--- config.mk ---
export PLATFORM = sky130hd
export DESIGN_NAME = rel_branch_unit
export DESIGN_NICKNAME = d
export VERILOG_FILES = /design/src/rtl/rbu_pkg.sv /design/src/rtl/rbu_rst_sync.sv /design/src/rtl/rbu_cond_eval.sv /design/src/rtl/rbu_target_calc.sv /design/src/rtl/rel_branch_unit.sv
export SDC_FILE = /design/constraint.sdc
export NUM_CORES = 1
export LEC_CHECK = 0
export BUFFER_PORTS_ARGS = -buffer_cell sky130_fd_sc_hd__buf_2
export CAP_MARGIN = 40
export CORE_ASPECT_RATIO = 1.4
export CORE_MARGIN = 3
export CORE_UTILIZATION = 45
export DETAILED_ROUTE_END_ITERATION = 16
export HOLD_SLACK_MARGIN = 0.12
export PLACE_DENSITY = 0.75
export SETUP_SLACK_MARGIN = 0.15
export SYNTH_ARGS = -nofsm -noshare
export SYNTH_HDL_FRONTEND = slang
export SYNTH_SLANG_ARGS = --single-unit
--- constraint.sdc ---
create_clock -name clk -period 0.8 [get_ports clk]
set_input_delay 0.12 -clock clk [delete_from_list [all_inputs] [get_ports clk]]
set_output_delay 0.12 -clock clk [all_outputs]
set_load 0.03 [all_outputs]
--- src/rtl/rbu_pkg.sv ---
package rbu_pkg;

  // Base conditions selected by cond_sel[3:1]; cond_sel[0] inverts.
  typedef enum logic [2:0] {
    BC_ALWAYS   = 3'd0,
    BC_UHIGHER  = 3'd1,
    BC_CARRY_CL = 3'd2,
    BC_NOT_ZERO = 3'd3,
    BC_OVF_CL   = 3'd4,
    BC_PLUS     = 3'd5,
    BC_SGE      = 3'd6,
    BC_SGT      = 3'd7
  } base_cond_e;

  typedef struct packed {
    logic n;
    logic z;
    logic v;
    logic c;
  } flags_t;

endpackage

--- src/rtl/rbu_rst_sync.sv ---
module rbu_rst_sync #(
  parameter int STAGES = 2
) (
  input  logic clk,
  input  logic rst_n,
  output logic rst_ok
);

  logic [STAGES-1:0] sync_q;
  logic [STAGES-1:0] sync_d;

  always_comb begin
    sync_d = {sync_q[STAGES-2:0], 1'b1};
  end

  always_ff @(posedge clk or negedge rst_n) begin
    if (!rst_n) begin
      sync_q <= '0;
    end else begin
      sync_q <= sync_d;
    end
  end

  assign rst_ok = sync_q[STAGES-1];

endmodule

--- src/rtl/rbu_cond_eval.sv ---
module rbu_cond_eval
  import rbu_pkg::*;
#(
  parameter int SEL_W = 4
) (
  input  logic [SEL_W-1:0] sel,
  input  flags_t           flags,
  output logic             taken
);

  localparam int BASES = 1 << (SEL_W - 1);

  logic [BASES-1:0] base_vec;
  logic             lt_signed;
  logic             le_signed;
  logic             ls_unsigned;

  always_comb begin
    lt_signed   = flags.n ^ flags.v;
    le_signed   = flags.z | lt_signed;
    ls_unsigned = flags.c | flags.z;
  end

  generate
    for (genvar g = 0; g < BASES; g++) begin : g_base
      always_comb begin
        case (base_cond_e'(g))
          BC_ALWAYS:   base_vec[g] = 1'b1;
          BC_UHIGHER:  base_vec[g] = ~ls_unsigned;
          BC_CARRY_CL: base_vec[g] = ~flags.c;
          BC_NOT_ZERO: base_vec[g] = ~flags.z;
          BC_OVF_CL:   base_vec[g] = ~flags.v;
          BC_PLUS:     base_vec[g] = ~flags.n;
          BC_SGE:      base_vec[g] = ~lt_signed;
          BC_SGT:      base_vec[g] = ~le_signed;
          default:     base_vec[g] = 1'b0;
        endcase
      end
    end
  endgenerate

  always_comb begin
    taken = base_vec[sel[SEL_W-1:1]] ^ sel[0];
  end

endmodule

--- src/rtl/rbu_target_calc.sv ---
module rbu_target_calc #(
  parameter int ADDR_W  = 16,
  parameter int SHORT_W = 8
) (
  input  logic [ADDR_W-1:0] base_pc,
  input  logic [ADDR_W-1:0] disp,
  input  logic              disp_long,
  output logic [ADDR_W-1:0] target
);

  localparam int EXT_W = ADDR_W - SHORT_W;

  logic [ADDR_W-1:0] disp_ext;

  always_comb begin
    if (disp_long) begin
      disp_ext = disp;
    end else begin
      disp_ext = {{EXT_W{disp[SHORT_W-1]}}, disp[SHORT_W-1:0]};
    end
    target = base_pc + disp_ext;
  end

endmodule

--- src/rtl/rel_branch_unit.sv ---
module rel_branch_unit
  import rbu_pkg::*;
#(
  parameter int ADDR_W  = 16,
  parameter int SHORT_W = 8,
  parameter int SEL_W   = 4
) (
  input  logic              clk,
  input  logic              rst_n,
  input  logic              eval_en,
  input  logic [SEL_W-1:0]  cond_sel,
  input  logic              flag_n,
  input  logic              flag_z,
  input  logic              flag_v,
  input  logic              flag_c,
  input  logic [ADDR_W-1:0] next_pc,
  input  logic [ADDR_W-1:0] offset,
  input  logic              offset_long,
  output logic              br_taken,
  output logic [ADDR_W-1:0] br_target
);

  logic              rst_ok;
  flags_t            flags;
  logic              taken_c;
  logic [ADDR_W-1:0] target_c;
  logic              taken_d;
  logic [ADDR_W-1:0] target_d;
  logic              taken_q;
  logic [ADDR_W-1:0] target_q;

  rbu_rst_sync #(.STAGES(2)) u_rst_sync (
    .clk    (clk),
    .rst_n  (rst_n),
    .rst_ok (rst_ok)
  );

  always_comb begin
    flags = '{n: flag_n, z: flag_z, v: flag_v, c: flag_c};
  end

  rbu_cond_eval #(.SEL_W(SEL_W)) u_cond (
    .sel   (cond_sel),
    .flags (flags),
    .taken (taken_c)
  );

  rbu_target_calc #(.ADDR_W(ADDR_W), .SHORT_W(SHORT_W)) u_tgt (
    .base_pc   (next_pc),
    .disp      (offset),
    .disp_long (offset_long),
    .target    (target_c)
  );

  // next-state
  always_comb begin
    taken_d  = taken_q;
    target_d = target_q;
    if (eval_en) begin
      taken_d  = taken_c;
      target_d = target_c;
    end
  end

  // state
  always_ff @(posedge clk or negedge rst_ok) begin
    if (!rst_ok) begin
      taken_q  <= 1'b0;
      target_q <= '0;
    end else begin
      taken_q  <= taken_d;
      target_q <= target_d;
    end
  end

  assign br_taken  = taken_q;
  assign br_target = target_q;

endmodule

==> flow_metrics.py <==
metrics = {
    "outcome": {
        "status": "complete, but fails checks",
        "violations": "negative setup slack",
    },
    "placement": {
        "io_buffer_count": 60,
        "place_hpwl_um": 3473,
        "place_congestion": 0.7980,
    },
    "drt": {
        "drt-total-wl_um": 6358,
        "avgRoutedWirePerCell_um": 19.15,
        "dr.pass1.iters": 4,
        "via_per_inst": 5.648,
        "ant_nets": 0,
        "drc": 0,
        "drt_iter0_markers": 89,
        "num_vias": 1875,
    },
    "cts": {
        "clock_path_buffers": 2,
        "htreeDepth": 1,
        "tritoncts": "built",
        "cts_sinks": 19,
        "path_clk_slew_ps": 80,
        "clk_latency_ps": 260,
        "cts-root-buf": "clkbuf_8",
        "cts_inserted_buffers": 3,
    },
    "finish": {
        "num_antenna_cells": 0,
        "fillers": 127,
        "synthToLayoutAreaGrowth_pct": 85.62,
        "fin_util": 0.9016,
        "multi_input_area_um2": 1386,
        "layout_commonest_cell": "buf_4",
        "seq_area_um2": 476.7,
        "final_cell_mix": "52 x buf_4, 38 x buf_2, 31 x buf_6, 25 x nand2_1, 18 x dfrtp_1",
        "drive_gt1_frac": 0.6143,
        "layout.nets": 354,
    },
    "critical_path": {
        "crit_path_start_kind": "primary input",
        "critPathKind": "in2reg",
        "cp_top_family": "compound AO/OA/AOI/OAI gates",
        "worstPathMaxFanout": 3,
        "slowest_stage": "fa_2",
        "crit_path_end_kind": "flop",
        "crit_arrival_ps": 1840,
        "critPathMaxStageDelay_ps": 350,
        "cp_cell_sequence": "buf_6 -> ha_4 -> fa_2 -> a21o_1 -> a221oi_4 -> o221ai_2 -> and2_4 -> o311ai_4",
        "required_ps": 970,
        "crit_buf_inv": 1,
    },
    "power": {
        "seqPwrFrac": 0.262,
        "vdd_drop_max_uv": 1743,
        "power_frac_clock": 0.138,
        "p_int_uw": 3081,
        "switching_share": 0.3929,
        "p_leak_uw": 0.001396,
        "p_comb_frac": 0.600,
        "power_density_nw_per_um2": 1736,
        "power_switching_uw": 1994,
    },
    "logic_synthesis": {
        "ys_types": 43,
        "syn_area_um2": 1575,
        "syn_avg_cell_area_um2": 9.001,
        "ys_seq_elements": 19,
        "synth_warnings": 0,
        "synth_edf_count": 0,
        "synth-seq-area-share": 0.3018,
        "netlist_instances": 175,
        "synthFlopType": "dfrtp_1",
        "syn_nets": 235,
        "async_flop_share": 1.000,
    },
    "global_routing": {
        "grt_pass1_vias": 2014,
        "grt_pass1_wl_um": 9349,
        "grt_overflow": 0,
        "grt_max_degree": 18,
        "grt_usage": 0.2715,
        "antenna_found_initial": 0,
    },
    "die": {
        "die_h_um": 76.01,
        "die_w_um": 56.01,
        "initial_utilization": 0.4857,
        "design.core.area_um2": 3243,
        "std_cell_rows": 24,
        "io_pins": 61,
        "die-area_um2": 4257,
    },
    "sta": {
        "rsz0062_at_grt": "true",
        "clock_skew_ps": 1.945,
        "finalHoldViolCount": 0,
        "period_needed_ps": 1676,
        "slew_violations": 0,
        "finalSetupViolations": 34,
        "fmax_ghz": 0.5966,
        "fin_tns_setup_ps": -13070,
        "setup_ws_ps": -876.0,
        "finalCritPeriodShare": 2.095,
        "holdWs_ps": 169.7,
    },
    "min_path": {
        "hold_path.class": "in2async",
    },
    "run": {
        "cap_viol_max_count": 0,
    },
}
## power by group through the flow
| stage | combinational [uW] | sequential, uW | clock (uW) |
|---|---|---|---|
| final | 3040 | 1330 | 699 |
| after global routing | 3210 | 1350 | 754 |
| after CTS | 2670 | 1310 | 693 |
| after detailed placement | 2130 | 1280 | 0 |
| after global placement | 2080 | 1270 | 0 |
| after floorplan | 939 | 1700 | 0 |
## state kept, by name, summed over array words and instances (netlist names)
signal             count
br_target             16
br_taken               1
u_rst_sync.sync_q      2
## cells by family after synthesis
logic type               share of synthesized area
AND/OR/NAND/NOR                             0.1827
multiplexers                               0.07863
buffers and inverters                      0.03891
XOR/XNOR                                   0.07149
flip-flops                                  0.3018
adder cells (fa/ha/maj)                     0.1319
AO/OA/AOI/OAI                               0.1922
other                                     0.002381
## through the flow
step | std cells | power, uW | setup WS, ps | cell area, um2
global route | 332 | 5315 | -922.6 | 2924
global placement | 308 | 3350 | -1166 | 2359
floorplan | 175 | 2638 | -998.9 | 1772
finish | 332 | 5075 | -876.0 | 2924
CTS | 323 | 4679 | -864.3 | 2758
detailed placement | 308 | 3406 | -1239 | 2359
## timing repair
item,in CTS,in global routing
hold endpoints to repair,2,0
pin swaps,28,14
setup endpoints to repair,34,34
gates resized for setup,69,19
setup buffers,10,9
hold buffers,1,0
## path summary, 6_finish.rpt
kind                                 startpoint                   end  slack (ps)  cells after the start
min in group clk                      offset[0]          br_target[0]         220                      3
max in group asynchronous  u_rst_sync.sync_q[1]          br_target[0]         380                      1
min                                       rst_n  u_rst_sync.sync_q[0]         170                      2
max reg2reg                        br_target[7]          br_target[7]        -420                      3
min reg2reg                u_rst_sync.sync_q[1]          br_target[0]         210                      1
max                                  next_pc[0]         br_target[14]        -880                      8
## worst reg2reg max path: stages (launching register included)
cell,delay (ps)
dfrtp_1,400
nor2b_1,160
a311oi_1,360
o211ai_1,150
## synthesized netlist by cell type, types with 2 or more instances
library cell  count  area [um2]
and3_1            2       12.51
a21oi_1          14       70.07
a21o_1            3       22.52
buf_6             2       22.52
o211ai_1          3       22.52
inv_1             3       11.26
mux2_2           11       123.9
a221oi_1          2       17.52
o221ai_1          2       17.52
xnor2_1           7       61.31
xor2_1            4       35.03
o21ai_0           8       40.04
nand4_1           3       18.77
a31oi_1           2       12.51
ha_1             15       187.7
nand2_1          31       116.4
nor2_1            9       33.78
nor3b_1           2       15.01
dfrtp_1          19       475.5
clkbuf_1          6       22.52
nand3_1           5       25.02
## layout make-up
cell class	instances	area share
multi-input cells	144	0.4741
clock inverters	1	0.001712
repair buffers	123	0.3265
clock buffers	3	0.01412
flip-flops and latches	19	0.1630
inverters	3	0.003851
well taps	39	0.01669
## metal layers
metal	global-route usage	vias up	wire, um
met1	0.3102	909	2557
met4	0.1140	0	176
li1	-	867	-
met2	0.5012	84	3399
met3	0.02542	15	224
met5	0	-	0
Power figures use the tool's default switching activity.
